===== config.mk =====
export PLATFORM = sky130hd
export DESIGN_NAME = intc_core
export DESIGN_NICKNAME = d
export VERILOG_FILES = /design/src/rtl/intc_pkg.sv /design/src/rtl/intc_regs.sv /design/src/rtl/intc_gateway.sv /design/src/rtl/intc_arbiter.sv /design/src/rtl/intc_core.sv
export SDC_FILE = /design/constraint.sdc
export NUM_CORES = 1
export LEC_CHECK = 0
export BUFFER_PORTS_ARGS = -buffer_cell sky130_fd_sc_hd__buf_2
export CELL_PAD_IN_SITES_DETAIL_PLACEMENT = 2
export CELL_PAD_IN_SITES_GLOBAL_PLACEMENT = 2
export CORE_MARGIN = 2
export CORE_UTILIZATION = 26
export DETAILED_ROUTE_END_ITERATION = 8
export GPL_TIMING_DRIVEN = 0
export PLACE_DENSITY = 0.59
export SYNTH_ARGS = -nofsm -noshare
export SYNTH_HDL_FRONTEND = slang
export SYNTH_SLANG_ARGS = --single-unit

===== constraint.sdc =====
create_clock -name clk_i -period 43.2 [get_ports clk_i]
set_input_delay 6.48 -clock clk_i [delete_from_list [all_inputs] [get_ports clk_i]]
set_output_delay 6.48 -clock clk_i [all_outputs]
set_load 0.05 [all_outputs]

===== src/rtl/intc_pkg.sv =====
package intc_pkg;
  localparam int unsigned BUS_AW = 12;
  localparam int unsigned BUS_DW = 32;

  typedef enum logic [1:0] {
    RGN_PRIO = 2'd0,
    RGN_PEND = 2'd1,
    RGN_EN   = 2'd2,
    RGN_CTRL = 2'd3
  } rgn_e;

  localparam logic [7:0] CTRL_THR   = 8'd0;
  localparam logic [7:0] CTRL_CLAIM = 8'd1;

  typedef struct packed {
    logic              rd;
    logic              wr;
    rgn_e              rgn;
    logic [7:0]        word;
    logic [BUS_DW-1:0] wdata;
  } bus_op_t;

  function automatic bus_op_t bus_decode(logic req, logic we,
                                         logic [BUS_AW-1:0] addr,
                                         logic [BUS_DW-1:0] wdata);
    bus_op_t op;
    op.rd    = req & ~we;
    op.wr    = req & we;
    op.rgn   = rgn_e'(addr[11:10]);
    op.word  = addr[9:2];
    op.wdata = wdata;
    return op;
  endfunction
endpackage


===== src/rtl/intc_regs.sv =====
module intc_regs
  import intc_pkg::*;
#(
  parameter int unsigned NUM_SRC = 32,
  parameter int unsigned PRIO_W  = 3
) (
  input  logic                           clk_i,
  input  logic                           rst_ni,
  input  bus_op_t                        op_i,
  output logic [NUM_SRC-1:0][PRIO_W-1:0] prio_o,
  output logic [NUM_SRC-1:0]             en_o,
  output logic [PRIO_W-1:0]              thr_o
);
  assign prio_o[0] = '0;
  assign en_o[0]   = 1'b0;

  for (genvar i = 1; i < NUM_SRC; i++) begin : g_src
    localparam logic [7:0] PRIO_WORD = 8'(i);
    localparam logic [7:0] EN_WORD   = 8'(i / 32);
    localparam int unsigned EN_BIT   = i % 32;
    logic [PRIO_W-1:0] prio_q;
    logic              en_q;

    always_ff @(posedge clk_i or negedge rst_ni) begin
      if (!rst_ni) begin
        prio_q <= '0;
        en_q   <= 1'b0;
      end else if (op_i.wr) begin
        if (op_i.rgn == RGN_PRIO && op_i.word == PRIO_WORD) prio_q <= op_i.wdata[PRIO_W-1:0];
        if (op_i.rgn == RGN_EN && op_i.word == EN_WORD)     en_q   <= op_i.wdata[EN_BIT];
      end
    end

    assign prio_o[i] = prio_q;
    assign en_o[i]   = en_q;
  end

  always_ff @(posedge clk_i or negedge rst_ni) begin
    if (!rst_ni) thr_o <= '0;
    else if (op_i.wr && op_i.rgn == RGN_CTRL && op_i.word == CTRL_THR)
      thr_o <= op_i.wdata[PRIO_W-1:0];
  end
endmodule


===== src/rtl/intc_gateway.sv =====
module intc_gateway #(
  parameter int unsigned NUM_SRC = 32,
  parameter int unsigned ID_W    = 5
) (
  input  logic               clk_i,
  input  logic               rst_ni,
  input  logic [NUM_SRC-1:0] src_i,
  input  logic               claim_i,
  input  logic [ID_W-1:0]    claim_id_i,
  input  logic               done_i,
  input  logic [ID_W-1:0]    done_id_i,
  output logic [NUM_SRC-1:0] pend_o,
  output logic [NUM_SRC-1:0] infl_o
);
  logic unused_src0;
  assign unused_src0 = src_i[0];
  assign pend_o[0]   = 1'b0;
  assign infl_o[0]   = 1'b0;

  for (genvar i = 1; i < NUM_SRC; i++) begin : g_gw
    localparam logic [ID_W-1:0] MY_ID = ID_W'(i);
    logic pend_q, infl_q;

    always_ff @(posedge clk_i or negedge rst_ni) begin
      if (!rst_ni) begin
        pend_q <= 1'b0;
        infl_q <= 1'b0;
      end else if (claim_i && claim_id_i == MY_ID) begin
        pend_q <= 1'b0;
        infl_q <= 1'b1;
      end else begin
        // in-flight source is blocked until its completion is seen
        if (src_i[i] && !infl_q) pend_q <= 1'b1;
        if (done_i && done_id_i == MY_ID) infl_q <= 1'b0;
      end
    end

    assign pend_o[i] = pend_q;
    assign infl_o[i] = infl_q;
  end
endmodule


===== src/rtl/intc_arbiter.sv =====
module intc_arbiter #(
  parameter int unsigned NUM_SRC = 32,
  parameter int unsigned PRIO_W  = 3,
  parameter int unsigned ID_W    = 5
) (
  input  logic [NUM_SRC-1:0]             req_i,
  input  logic [NUM_SRC-1:0][PRIO_W-1:0] prio_i,
  input  logic [PRIO_W-1:0]              thr_i,
  output logic                           valid_o,
  output logic [ID_W-1:0]                id_o
);
  logic [PRIO_W-1:0] best_p;

  // ascending scan with strict compare keeps the lowest ID on a tie
  always_comb begin
    best_p  = '0;
    id_o    = '0;
    valid_o = 1'b0;
    for (int i = 1; i < NUM_SRC; i++) begin
      if (req_i[i] && prio_i[i] > thr_i && prio_i[i] > best_p) begin
        best_p  = prio_i[i];
        id_o    = ID_W'(i);
        valid_o = 1'b1;
      end
    end
  end
endmodule


===== src/rtl/intc_core.sv =====
module intc_core
  import intc_pkg::*;
#(
  parameter int unsigned NUM_SRC = 32,
  parameter int unsigned PRIO_W  = 3
) (
  input  logic               clk_i,
  input  logic               rst_ni,
  input  logic [NUM_SRC-1:0] irq_src_i,
  input  logic               bus_req_i,
  input  logic               bus_we_i,
  input  logic [BUS_AW-1:0]  bus_addr_i,
  input  logic [BUS_DW-1:0]  bus_wdata_i,
  output logic [BUS_DW-1:0]  bus_rdata_o,
  output logic               ext_irq_o
);
  localparam int unsigned ID_W     = (NUM_SRC > 2) ? $clog2(NUM_SRC) : 1;
  localparam int unsigned EN_WORDS = (NUM_SRC + 31) / 32;

  bus_op_t op;
  logic [1:0] unused_addr_lsb;
  assign op              = bus_decode(bus_req_i, bus_we_i, bus_addr_i, bus_wdata_i);
  assign unused_addr_lsb = bus_addr_i[1:0];

  logic [NUM_SRC-1:0][PRIO_W-1:0] prio;
  logic [NUM_SRC-1:0]             en_q;
  logic [PRIO_W-1:0]              thr;
  logic [NUM_SRC-1:0]             pend_q;
  logic [NUM_SRC-1:0]             infl_q;
  logic                           win_valid;
  logic [ID_W-1:0]                win_id;

  logic claim_rd, cmp_wr, cmp_ok;
  assign claim_rd = op.rd && op.rgn == RGN_CTRL && op.word == CTRL_CLAIM;
  assign cmp_wr   = op.wr && op.rgn == RGN_CTRL && op.word == CTRL_CLAIM;
  assign cmp_ok   = cmp_wr && op.wdata != '0 && op.wdata < BUS_DW'(NUM_SRC);

  intc_regs #(.NUM_SRC(NUM_SRC), .PRIO_W(PRIO_W)) u_regs (
    .clk_i  (clk_i),
    .rst_ni (rst_ni),
    .op_i   (op),
    .prio_o (prio),
    .en_o   (en_q),
    .thr_o  (thr)
  );

  intc_gateway #(.NUM_SRC(NUM_SRC), .ID_W(ID_W)) u_gw (
    .clk_i      (clk_i),
    .rst_ni     (rst_ni),
    .src_i      (irq_src_i),
    .claim_i    (claim_rd && win_valid),
    .claim_id_i (win_id),
    .done_i     (cmp_ok),
    .done_id_i  (op.wdata[ID_W-1:0]),
    .pend_o     (pend_q),
    .infl_o     (infl_q)
  );

  intc_arbiter #(.NUM_SRC(NUM_SRC), .PRIO_W(PRIO_W), .ID_W(ID_W)) u_arb (
    .req_i   (pend_q & en_q),
    .prio_i  (prio),
    .thr_i   (thr),
    .valid_o (win_valid),
    .id_o    (win_id)
  );

  assign ext_irq_o = win_valid;

  logic [EN_WORDS*32-1:0] pend_pad, en_pad;
  always_comb begin
    pend_pad                = '0;
    en_pad                  = '0;
    pend_pad[NUM_SRC-1:0]   = pend_q;
    en_pad[NUM_SRC-1:0]     = en_q;
  end

  always_comb begin
    bus_rdata_o = '0;
    unique case (op.rgn)
      RGN_PRIO: begin
        for (int i = 1; i < NUM_SRC; i++)
          if (op.word == 8'(i)) bus_rdata_o[PRIO_W-1:0] = prio[i];
      end
      RGN_PEND: begin
        for (int w = 0; w < EN_WORDS; w++)
          if (op.word == 8'(w)) bus_rdata_o = pend_pad[w*32 +: 32];
      end
      RGN_EN: begin
        for (int w = 0; w < EN_WORDS; w++)
          if (op.word == 8'(w)) bus_rdata_o = en_pad[w*32 +: 32];
      end
      RGN_CTRL: begin
        if (op.word == CTRL_THR)        bus_rdata_o[PRIO_W-1:0] = thr;
        else if (op.word == CTRL_CLAIM) bus_rdata_o[ID_W-1:0]   = win_id;
      end
      default: bus_rdata_o = '0;
    endcase
  end
endmodule


==> reports/qor.txt, run 1 <==
Status: complete, but fails checks
Minimum clock period: 46.75 ns
DP Wirelength: 56900 um
Crit path to: bus_rdata_o[4]
Via count: 15500
Gr usage total: 23.3%
Buf/Inv on CP: 10
Average size of a mapped cell: 8.76 um^2
Flop pwr share: 47.0%
Drt first pass iters: 6
Max VDD drop: 25.1 uV
Worst reg2reg path depth: 225
Die area: 61600 um^2
Die X: 248 um
Clk pwr share: 44.0%
Final setup fails: 6
Failing checks: negative setup slack
Unrepaired setup endpoints after global routing: yes
Fillers: 6566
Element type at the critical path end: primary output
CP Class: register to primary output
FFs w/ async S/R, synth: 100%
Reg2Reg Setup Slack: 2.76 ns
Syn-to-layout area delta: 30.0%
Crit path launch: u_regs.thr_o[2]
Ports: 113
Path type of the worst min-delay path: register to register
Max stage delay on crit path: 0.57 ns
Max_slew headroom: 7.29%
Sequential fraction of the synthesis area: 30.5%
Cell Pwr Density: 19.0 nW/um^2
Residual DRC count: 0
Port buffer count: 105
Worst EP arrival: 40.27 ns
Crit path max fanout: 5
GP Congestion: 0.858
Synth top area cells: dfrtp_1, ha_1, mux2_2, o21ai_0, nand2_1
Clk Latency, worst-skew pair: 0.46 ns
CTS Hold Buffers Added: 0
Vias in the first global route: 16500
Fin. Hold Viols: 0
Critical Path RT: 36.72 ns
Nets@finish: 2234
Hold Worst Slack: 0.521 ns
CTS sink count: 189
Startpoint class of the critical path: register
Most used DFF post-synth: dfrtp_1
Core footprint: 59000 um^2
Chip Height: 248 um
Max-Cap Viols: 0
Max Slew Vio Count: 0
Net Sw Power: 102 uW
H-Tree Depth: 4
Slowest CP cell: or4_4
Most common cell in the netlist: dfrtp_1
Combinational share of power: 9.0%
WL per Instance: 25.9 um
CTS root buf: clkbuf_16
Power Total: 383 uW
Row Count: 89
Clock-pin transition on the worst setup and hold timing paths: 0.08 ns
Switching part of the total power: 26.7%
Critical R2R Launch: u_regs.thr_o[2]
Post-synth EDFFs: 0
Initial Util: 26.3%
Share of the synthesized area in the top cell type: 30.5%
Net Count, Synth: 1987
Top cell type by total area after synthesis: dfrtp_1
Share of layout cells above drive strength 1: 32.2%
Initial drt markers: 783
Via density: 5.54
Commonest cells post-synth: dfrtp_1, nand2_1, ha_1
Mapped Area: 15500 um^2
Synth warn: 0
CTS buffer count: 17
Pleak: 8.55 nW
Worst Skew: 0.0129 ns
Critical path depth in cells: 224
RR Endpoint: u_gw.g_gw[12].pend_q
Grt ovf: 0
Largest net degree at the start of global routing: 107
Worst-margin pin slew: 1.38 ns
Setup ws final: -3.55 ns
Max frequency: 21.4 MHz
Largest delay share family, worst path: compound AO/OA/AOI/OAI gates
CTS tree: done
Synthesis-stage register bit count: 189
Post-route clock period utilization: 108%
Max clock buf depth: 2
Internal: 280 uW
Synth cell types: 91
Routed Antenna Nets: 0
Initial antenna violation count: 2
Cells after Synth: 1769
First-pass GRT wire length: 107000 um
Drt total wl: 72600 um
[per-stage QoR]
step	utilization [%]	instance area, um^2	setup TNS (ns)	instances	worst slack, ns
floorplan	-	16100	-5.71	1769	-1.10
global placement	29.9	17600	-118.19	2647	-7.68
detailed placement	30.0	17700	-172.76	2649	-8.45
CTS	32.6	19200	-22.65	2742	-3.98
global route	34.1	20200	-31.91	2801	-5.58
finish	34.2	20200	-19.84	2803	-3.55
[power by group through the flow]
stage,combinational [mW],clock (mW),sequential (mW)
CTS,0.0340,0.171,0.180
floorplan,0.0148,0,0.182
global route,0.0373,0.177,0.180
finish,0.0345,0.169,0.180
detailed placement,0.0330,0,0.183
global placement,0.0318,0,0.183
[worst min path at each step]
stage / start / to / depth (start not counted)
finish: u_gw.g_gw[24].infl_q / u_gw.g_gw[24].infl_q / 2
global route: u_gw.g_gw[17].pend_q / u_gw.g_gw[17].pend_q / 1
CTS: u_gw.g_gw[22].infl_q / u_gw.g_gw[22].infl_q / 2
detailed placement: u_gw.g_gw[27].infl_q / u_gw.g_gw[27].infl_q / 2
global placement: u_gw.g_gw[26].infl_q / u_gw.g_gw[26].infl_q / 2
floorplan: u_gw.g_gw[1].infl_q / u_gw.g_gw[1].infl_q / 2
[cell families (layout without fill, tap and decap cells)]
| group | count (synthesis) | in the layout | share of synthesized area [%] |
|---|---|---|---|
| flip-flops | 189 | 189 | 30.5 |
| AO/OA/AOI/OAI | 542 | 542 | 24.1 |
| buffers and inverters | 165 | 424 | 4.14 |
| other | 0 | 2 | 0 |
| multiplexers | 133 | 133 | 10.2 |
| AND/OR/NAND/NOR | 595 | 595 | 19.5 |
| adder cells (fa/ha/maj) | 145 | 145 | 11.6 |
[flip-flops by register name, indices dropped and copies added (netlist names)]
signal and count:
u_gw.g_gw.infl_q 31, u_regs.g_src.prio_q 93, u_regs.g_src.en_q 31, u_regs.thr_o 3
u_gw.g_gw.pend_q 31
[worst reg2reg max path, delay by kind of cell, from the launching register on]
family	cells	cell delay [ns]
muxes	9	2.96
and+or+nand+nor	82	11.31
AOI/OAI and AO/OA	86	14.78
buffers and inverters	11	1.13
DFF	1	0.40
adders and majority gates	37	9.79
[timing repair]
item,CTS,global route
resized for setup,89,103
endpoints found under the setup margin,68,36
gates cloned,2,0
pin swaps,63,150
buffers inserted,60,61
[layout make-up]
cell class	instances	area, um^2	area share (%)
diodes	2	5.00	0.0248
multi-input cells	1415	11700	57.8
plain buffers	54	224	1.11
well taps	773	967	4.80
flip-flops and latches	189	4740	23.5
clock buffers	18	429	2.13
repair inverters	2	10.0	0.0497
inverters	110	423	2.10
repair buffers	227	1540	7.65
clock inverters	13	165	0.819
[layer usage]
layer / routed length [um] / vias to the layer above / GRT usage, %
li1: - / 7131 / -
met1: 33200 / 8045 / 30.8
met2: 35300 / 280 / 39.9
met3: 2440 / 86 / 3.20
met4: 1700 / 0 / 5.86
met5: 0 / - / 0
[cells in the final DEF (no fill, tap or decap), drive strengths merged, types with 11 or more instances in the layout]
| cell type | netlist | layout |
|---|---|---|
| nand2b | 20 | 20 |
| nand2 | 153 | 153 |
| or2 | 20 | 20 |
| and3 | 22 | 22 |
| a22oi | 47 | 47 |
| nand4 | 15 | 15 |
| o21ai | 142 | 142 |
| o21a | 12 | 12 |
| a21o | 28 | 28 |
| nor4 | 15 | 15 |
| a21oi | 102 | 102 |
| inv | 110 | 110 |
| o31ai | 11 | 11 |
| nor2b | 76 | 76 |
| mux2 | 122 | 122 |
| o211ai | 12 | 12 |
| nor3 | 36 | 36 |
| buf | 15 | 241 |
| and2 | 26 | 26 |
| nor2 | 107 | 107 |
| o22a | 24 | 24 |
| clkbuf | 40 | 58 |
| dfrtp | 189 | 189 |
| a31oi | 19 | 19 |
| a311oi | 21 | 21 |
| nand3 | 67 | 67 |
| ha | 138 | 138 |
| nand3b | 11 | 11 |
Power figures use the tool's default switching activity.
==> run 2: changes to the inputs <==
Settings changed: MAX_ROUTING_LAYER from default to met4.
==> run 2 against run 1 <==
Critical path depth up 1. Count of clock-buffer cells in the layout unchanged. Critical path type unchanged. Sequential power about the same. Fmax about the same. The run still ends with negative setup slack left. Global-route usage up 0.70 points. Wire length up 0.46%. Combinational power about the same. Register-to-register slack better by 0.02 ns. Core utilization up 0.089 points. Sequential share of layout area down 0.061 points.
==> reports/qor.txt, run 2 (synthesis gave the netlist of run 1 again) <==
Initial antenna violation count: 2
Startpoint class of the critical path: register
Max_slew headroom: 10.0%
Internal: 280 uW
Core footprint: 59000 um^2
CTS root buf: clkbuf_16
Syn-to-layout area delta: 30.4%
Max frequency: 21.4 MHz
Setup ws final: -3.56 ns
CTS buffer count: 17
Die area: 61600 um^2
Crit path max fanout: 5
Switching part of the total power: 26.7%
Power Total: 382 uW
Max reg flops: 93
Gr usage total: 24.0%
CTS sink count: 189
Flop pwr share: 47.0%
Drt first pass iters: 7
Path type of the worst min-delay path: register to register
Clk Latency, worst-skew pair: 0.46 ns
Most frequent cells in the layout: dfrtp_1, nand2_1, buf_4
Drt total wl: 73000 um
Nets@finish: 2235
Pleak: 8.57 nW
Grt ovf: 0
Worst-margin pin slew: 1.34 ns
DP Wirelength: 56900 um
Post-route insts no fill: 2806
Worst reg2reg path depth: 226
Net Sw Power: 102 uW
Element type at the critical path end: primary output
Vias in the first global route: 16500
Failing checks: negative setup slack
Worst EP arrival: 40.28 ns
Initial Util: 26.3%
Clock-pin transition on the worst setup and hold timing paths: 0.08 ns
Minimum clock period: 46.76 ns
Max Slew Vio Count: 0
Row Count: 89
Clk pwr share: 43.9%
Multi-input combinational cell area: 11700 um^2
Crit path to: bus_rdata_o[4]
FF/Latch Area: 4740 um^2
WL per Instance: 26.0 um
Fin. Hold Viols: 0
Port buffer count: 105
Final setup fails: 6
Residual DRC count: 0
Max VDD drop: 25.3 uV
CTS tree: done
Slowest CP cell: or4_4
Max clock buf depth: 2
Via count: 15600
Post-route clock period utilization: 108%
Max stage delay on crit path: 0.57 ns
Critical R2R Launch: u_regs.thr_o[1]
Critical Path RT: 36.72 ns
Chip Height: 248 um
Crit path launch: u_regs.thr_o[1]
Commonest non-fill, non-tap cell in the layout: dfrtp_1
Cell Pwr Density: 18.9 nW/um^2
Share of layout cells above drive strength 1: 32.4%
Combinational share of power: 9.0%
Reg2Reg Setup Slack: 2.78 ns
RR Endpoint: u_gw.g_gw[12].pend_q
Max-Cap Viols: 0
Largest Register: u_regs.g_src.prio_q
CTS Hold Buffers Added: 0
Die X: 248 um
First-pass GRT wire length: 107000 um
H-Tree Depth: 4
Ports: 113
Largest net degree at the start of global routing: 107
GP Congestion: 0.872
Unrepaired setup endpoints after global routing: yes
Finished Core Util: 34.2%
Routed Antenna Nets: 0
Fillers: 6552
Worst hold path startpoint: u_gw.g_gw[27].infl_q
Via density: 5.54
Cells after DPL: 2649
Status: complete, but fails checks
CP Class: register to primary output
Worst Skew: 0.0140 ns
Initial drt markers: 756
[run 2: changes by cell type in the layout (fill, tap and decap cells not counted), sizes merged]
cell   before  now
buf       241  242
diode       2    4
[run 2: how the worst min path moves through the flow]
stage | to | slack (ns) | cells after the start
2_1_floorplan | u_gw.g_gw[1].infl_q | 0.46 | 2
3_3_place_gp | u_gw.g_gw[26].infl_q | 0.49 | 2
3_5_place_dp | u_gw.g_gw[27].infl_q | 0.51 | 2
4_1_cts | u_gw.g_gw[22].infl_q | 0.52 | 2
5_1_grt | u_gw.g_gw[17].pend_q | 0.55 | 1
6_report | u_gw.g_gw[27].infl_q | 0.52 | 2
[run 2: worst max-delay path: cells and delay by family (launching register included)]
kind | cells | cell delay [ns]
AO/OA/AOI/OAI | 86 | 14.62
adder cells (fa/ha/maj) | 36 | 9.65
buffers and inverters | 11 | 0.94
flip-flops | 1 | 0.39
multiplexers | 9 | 2.92
AND/OR/NAND/NOR | 83 | 11.19
[run 2: per-stage QoR]
| stage | setup WS [ns] | hold WS [ns] | cell area (um^2) | TNS, ns |
|---|---|---|---|---|
| floorplan | -1.10 | 0.463 | 16100 | -5.71 |
| global placement | -7.68 | 0.490 | 17600 | -118.19 |
| detailed placement | -8.45 | 0.505 | 17700 | -172.76 |
| CTS | -3.98 | 0.524 | 19200 | -22.65 |
| global route | -5.62 | 0.554 | 20200 | -32.11 |
| finish | -3.56 | 0.519 | 20200 | -19.83 |
[run 2: timing repair]
action / 4_1_cts / 5_1_grt
endpoints found under the hold margin: 0 / 0
gates resized for setup: 89 / 110
endpoints found under the setup margin: 68 / 36
pin swaps: 63 / 153
setup buffers: 60 / 62
gates cloned: 2 / 0
[run 2: power groups by stage]
stage | Sequential, mW | Clock [mW] | Combinational (mW)
floorplan | 0.182 | 0 | 0.0148
global placement | 0.183 | 0 | 0.0318
detailed placement | 0.183 | 0 | 0.0330
CTS | 0.180 | 0.171 | 0.0340
global route | 0.180 | 0.177 | 0.0374
finish | 0.180 | 0.168 | 0.0346
[run 2: cell type report]
class                      count  share of cell area, %
antenna                        4                 0.0495
buffer                        54                   1.11
clock buffer                  18                   2.12
clock inverter                13                  0.817
inverter                     110                   2.09
multi-input combinational   1415                   57.9
sequential                   189                   23.4
tap                          773                   4.79
timing repair buffer         228                   7.66
timing repair inverter         2                 0.0495
[run 2: layer usage]
metal  global-route usage, %  wire length (um)  up-vias  part of all wire [%]
li1                        -                 -     7132                     -
met2                    40.0             35600      251                    49
met1                    30.8             33600     8086                    46
met4                    5.97              1710        0                   2.3
met5                       -                 0        -                     0
met3                    3.01              2030       81                   2.8
==> run 3: changes to the inputs <==
Settings changed: CELL_PAD_IN_SITES_DETAIL_PLACEMENT 2 to default, CELL_PAD_IN_SITES_GLOBAL_PLACEMENT 2 to default, PLACE_DENSITY 0.59 to 0.4.
==> run 3 against run 2 <==
The run still ends with negative setup slack left. Combinational power is essentially flat. Sequential power is essentially flat. Core utilization grew 0.078 points. Highest routed layer unchanged. First-iteration DRC count grew 59%. Critical path depth grew 2. Global-route usage shrank 0.73 points. Total power grew 0.87%. Via count shrank 0.11%. Worst hold slack lost 0.0085 ns. Worst setup slack gained 0.30 ns. Clock skew shrank 0.0011 ns. Clock power grew 2%.
==> reports/qor.txt, run 3 (synthesis gave the netlist of run 1 again) <==
Status: complete, but fails checks
Most frequent cells in the layout: dfrtp_1, nand2_1, buf_4
Element type at the critical path end: primary output
Core footprint: 59000 um^2
CP most frequent cell: ha_4
Chip Height: 248 um
Port buffer count: 105
Worst-margin pin slew: 1.40 ns
Max-Cap Viols: 0
WL per Instance: 24.6 um
Row Count: 89
Max Slew Vio Count: 0
Hold Worst Slack: 0.510 ns
Max_slew headroom: 5.73%
Multi-input combinational cell area: 11700 um^2
Fin. Hold Viols: 0
CTS buffer count: 17
Nets@finish: 2240
Setup ws final: -3.27 ns
Ports: 113
Worst Skew: 0.0130 ns
Via density: 5.51
Path type of the worst min-delay path: register to register
Max frequency: 21.5 MHz
Hold Crit Depth: 2
Residual DRC count: 0
Slowest CP cell: or4_4
Largest net degree at the start of global routing: 111
Failing checks: negative setup slack
Cell Pwr Density: 19.0 nW/um^2
Die area: 61600 um^2
Gr usage total: 23.3%
Worst EP arrival: 39.99 ns
Fillers: 6180
Drt total wl: 69200 um
Dpl ws: -7.59 ns
DP Area: 17700 um^2
Vias in the first global route: 15300
Max VDD drop: 36.0 uV
Max reg flops: 93
First-pass GRT wire length: 101000 um
Worst hold path startpoint: u_gw.g_gw[31].infl_q
Syn-to-layout area delta: 30.6%
RR Endpoint: u_gw.g_gw[15].pend_q
CTS tree: done
Minimum clock period: 46.47 ns
Clock-pin transition on the worst setup and hold timing paths: 0.08 ns
Post-route clock period utilization: 108%
GP Congestion: 0.922
Unrepaired setup endpoints after global routing: yes
Initial drt markers: 1205
Initial antenna violation count: 9
Clk Latency, worst-skew pair: 0.50 ns
Fin area: 20300 um^2
Critical R2R Launch: u_regs.thr_o[2]
H-Tree Depth: 4
Max clock buf depth: 2
Drt first pass iters: 8
CTS sink count: 189
Grt ovf: 0
Reg2Reg Setup Slack: 3.05 ns
Pleak: 8.56 nW
Startpoint class of the critical path: register
CTS root buf: clkbuf_16
Power Total: 386 uW
Final setup fails: 6
DP Wirelength: 53200 um
Worst Hold Endpoint: u_gw.g_gw[31].infl_q
Commonest non-fill, non-tap cell in the layout: dfrtp_1
Setup_tns: -18.28 ns
Largest Register: u_regs.g_src.prio_q
Critical Path RT: 36.72 ns
Max stage delay on crit path: 0.61 ns
CP Class: register to primary output
Via count: 15500
FF/Latch Area: 4740 um^2
Die X: 248 um
Share of layout cells above drive strength 1: 32.8%
Initial Util: 26.3%
Worst reg2reg path depth: 228
Crit path max fanout: 5
Routed Antenna Nets: 0
==> run 3: cell count changes in the layout (fill, tap and decap cells not counted), moves of 5 or more <==
cell / before / now
nor2_2: 12 / 20
buf_4: 120 / 126
diode_2: 4 / 9
nor2_4: 23 / 18
==> run 3: layer usage <==
| layer | vias up | GRT usage (%) | wire length, um |
|---|---|---|---|
| met5 | - | - | 0 |
| met4 | 0 | 8.21 | 2220 |
| met3 | 82 | 4.54 | 3750 |
| met2 | 430 | 36.3 | 32100 |
| met1 | 7845 | 30.0 | 31100 |
| li1 | 7176 | - | - |
==> run 3: worst max-delay path: cells and delay by family (launching register included) <==
kind                     cells  cell delay (ns)
buffers and inverters       13             1.36
AO/OA/AOI/OAI               87            14.73
flip-flops                   1             0.39
AND/OR/NAND/NOR             81            10.12
adder cells (fa/ha/maj)     37             9.78
multiplexers                 9             3.00
==> run 3: how the worst max path moves through the flow <==
stage                      to  depth (start not counted)             from
3_5_place_dp   bus_rdata_o[4]                        219  u_regs.thr_o[1]
6_report       bus_rdata_o[4]                        227  u_regs.thr_o[2]
2_1_floorplan  bus_rdata_o[4]                        220  u_regs.thr_o[2]
3_3_place_gp   bus_rdata_o[4]                        220  u_regs.thr_o[0]
5_1_grt        bus_rdata_o[4]                        228  u_regs.thr_o[2]
4_1_cts        bus_rdata_o[4]                        228  u_regs.thr_o[2]
==> run 3: area by class of cell <==
| type | instances | share of cell area [%] |
|---|---|---|
| Multi-Input combinational cell | 1415 | 57.7 |
| Clock inverter | 12 | 0.747 |
| Sequential cell | 189 | 23.4 |
| Buffer | 55 | 1.18 |
| Clock buffer | 20 | 2.21 |
| Tap cell | 773 | 4.77 |
| Timing Repair Buffer | 232 | 7.76 |
| Antenna cell | 9 | 0.111 |
| Inverter | 110 | 2.10 |
| Timing Repair inverter | 2 | 0.0494 |
==> run 3: metrics by stage <==
stage	std cells	utilization, %
6_report	2817	34.3
5_1_grt	2813	34.3
4_1_cts	2740	32.2
3_5_place_dp	2649	30.0
3_3_place_gp	2647	29.9
2_1_floorplan	1769	-
==> run 3: power by group <==
group          switching [mW]  internal, mW
Combinational          0.0232        0.0112
Sequential            0.00197         0.178
Clock                  0.0831        0.0885
==> run 3: what timing repair did <==
| item | in CTS | in global routing |
|---|---|---|
| resized for setup | 60 | 137 |
| pin swaps | 47 | 155 |
| cloned | 2 | 0 |
| buffers inserted | 57 | 68 |
| hold buffers | 0 | 0 |
| endpoints found under the setup margin | 68 | 59 |
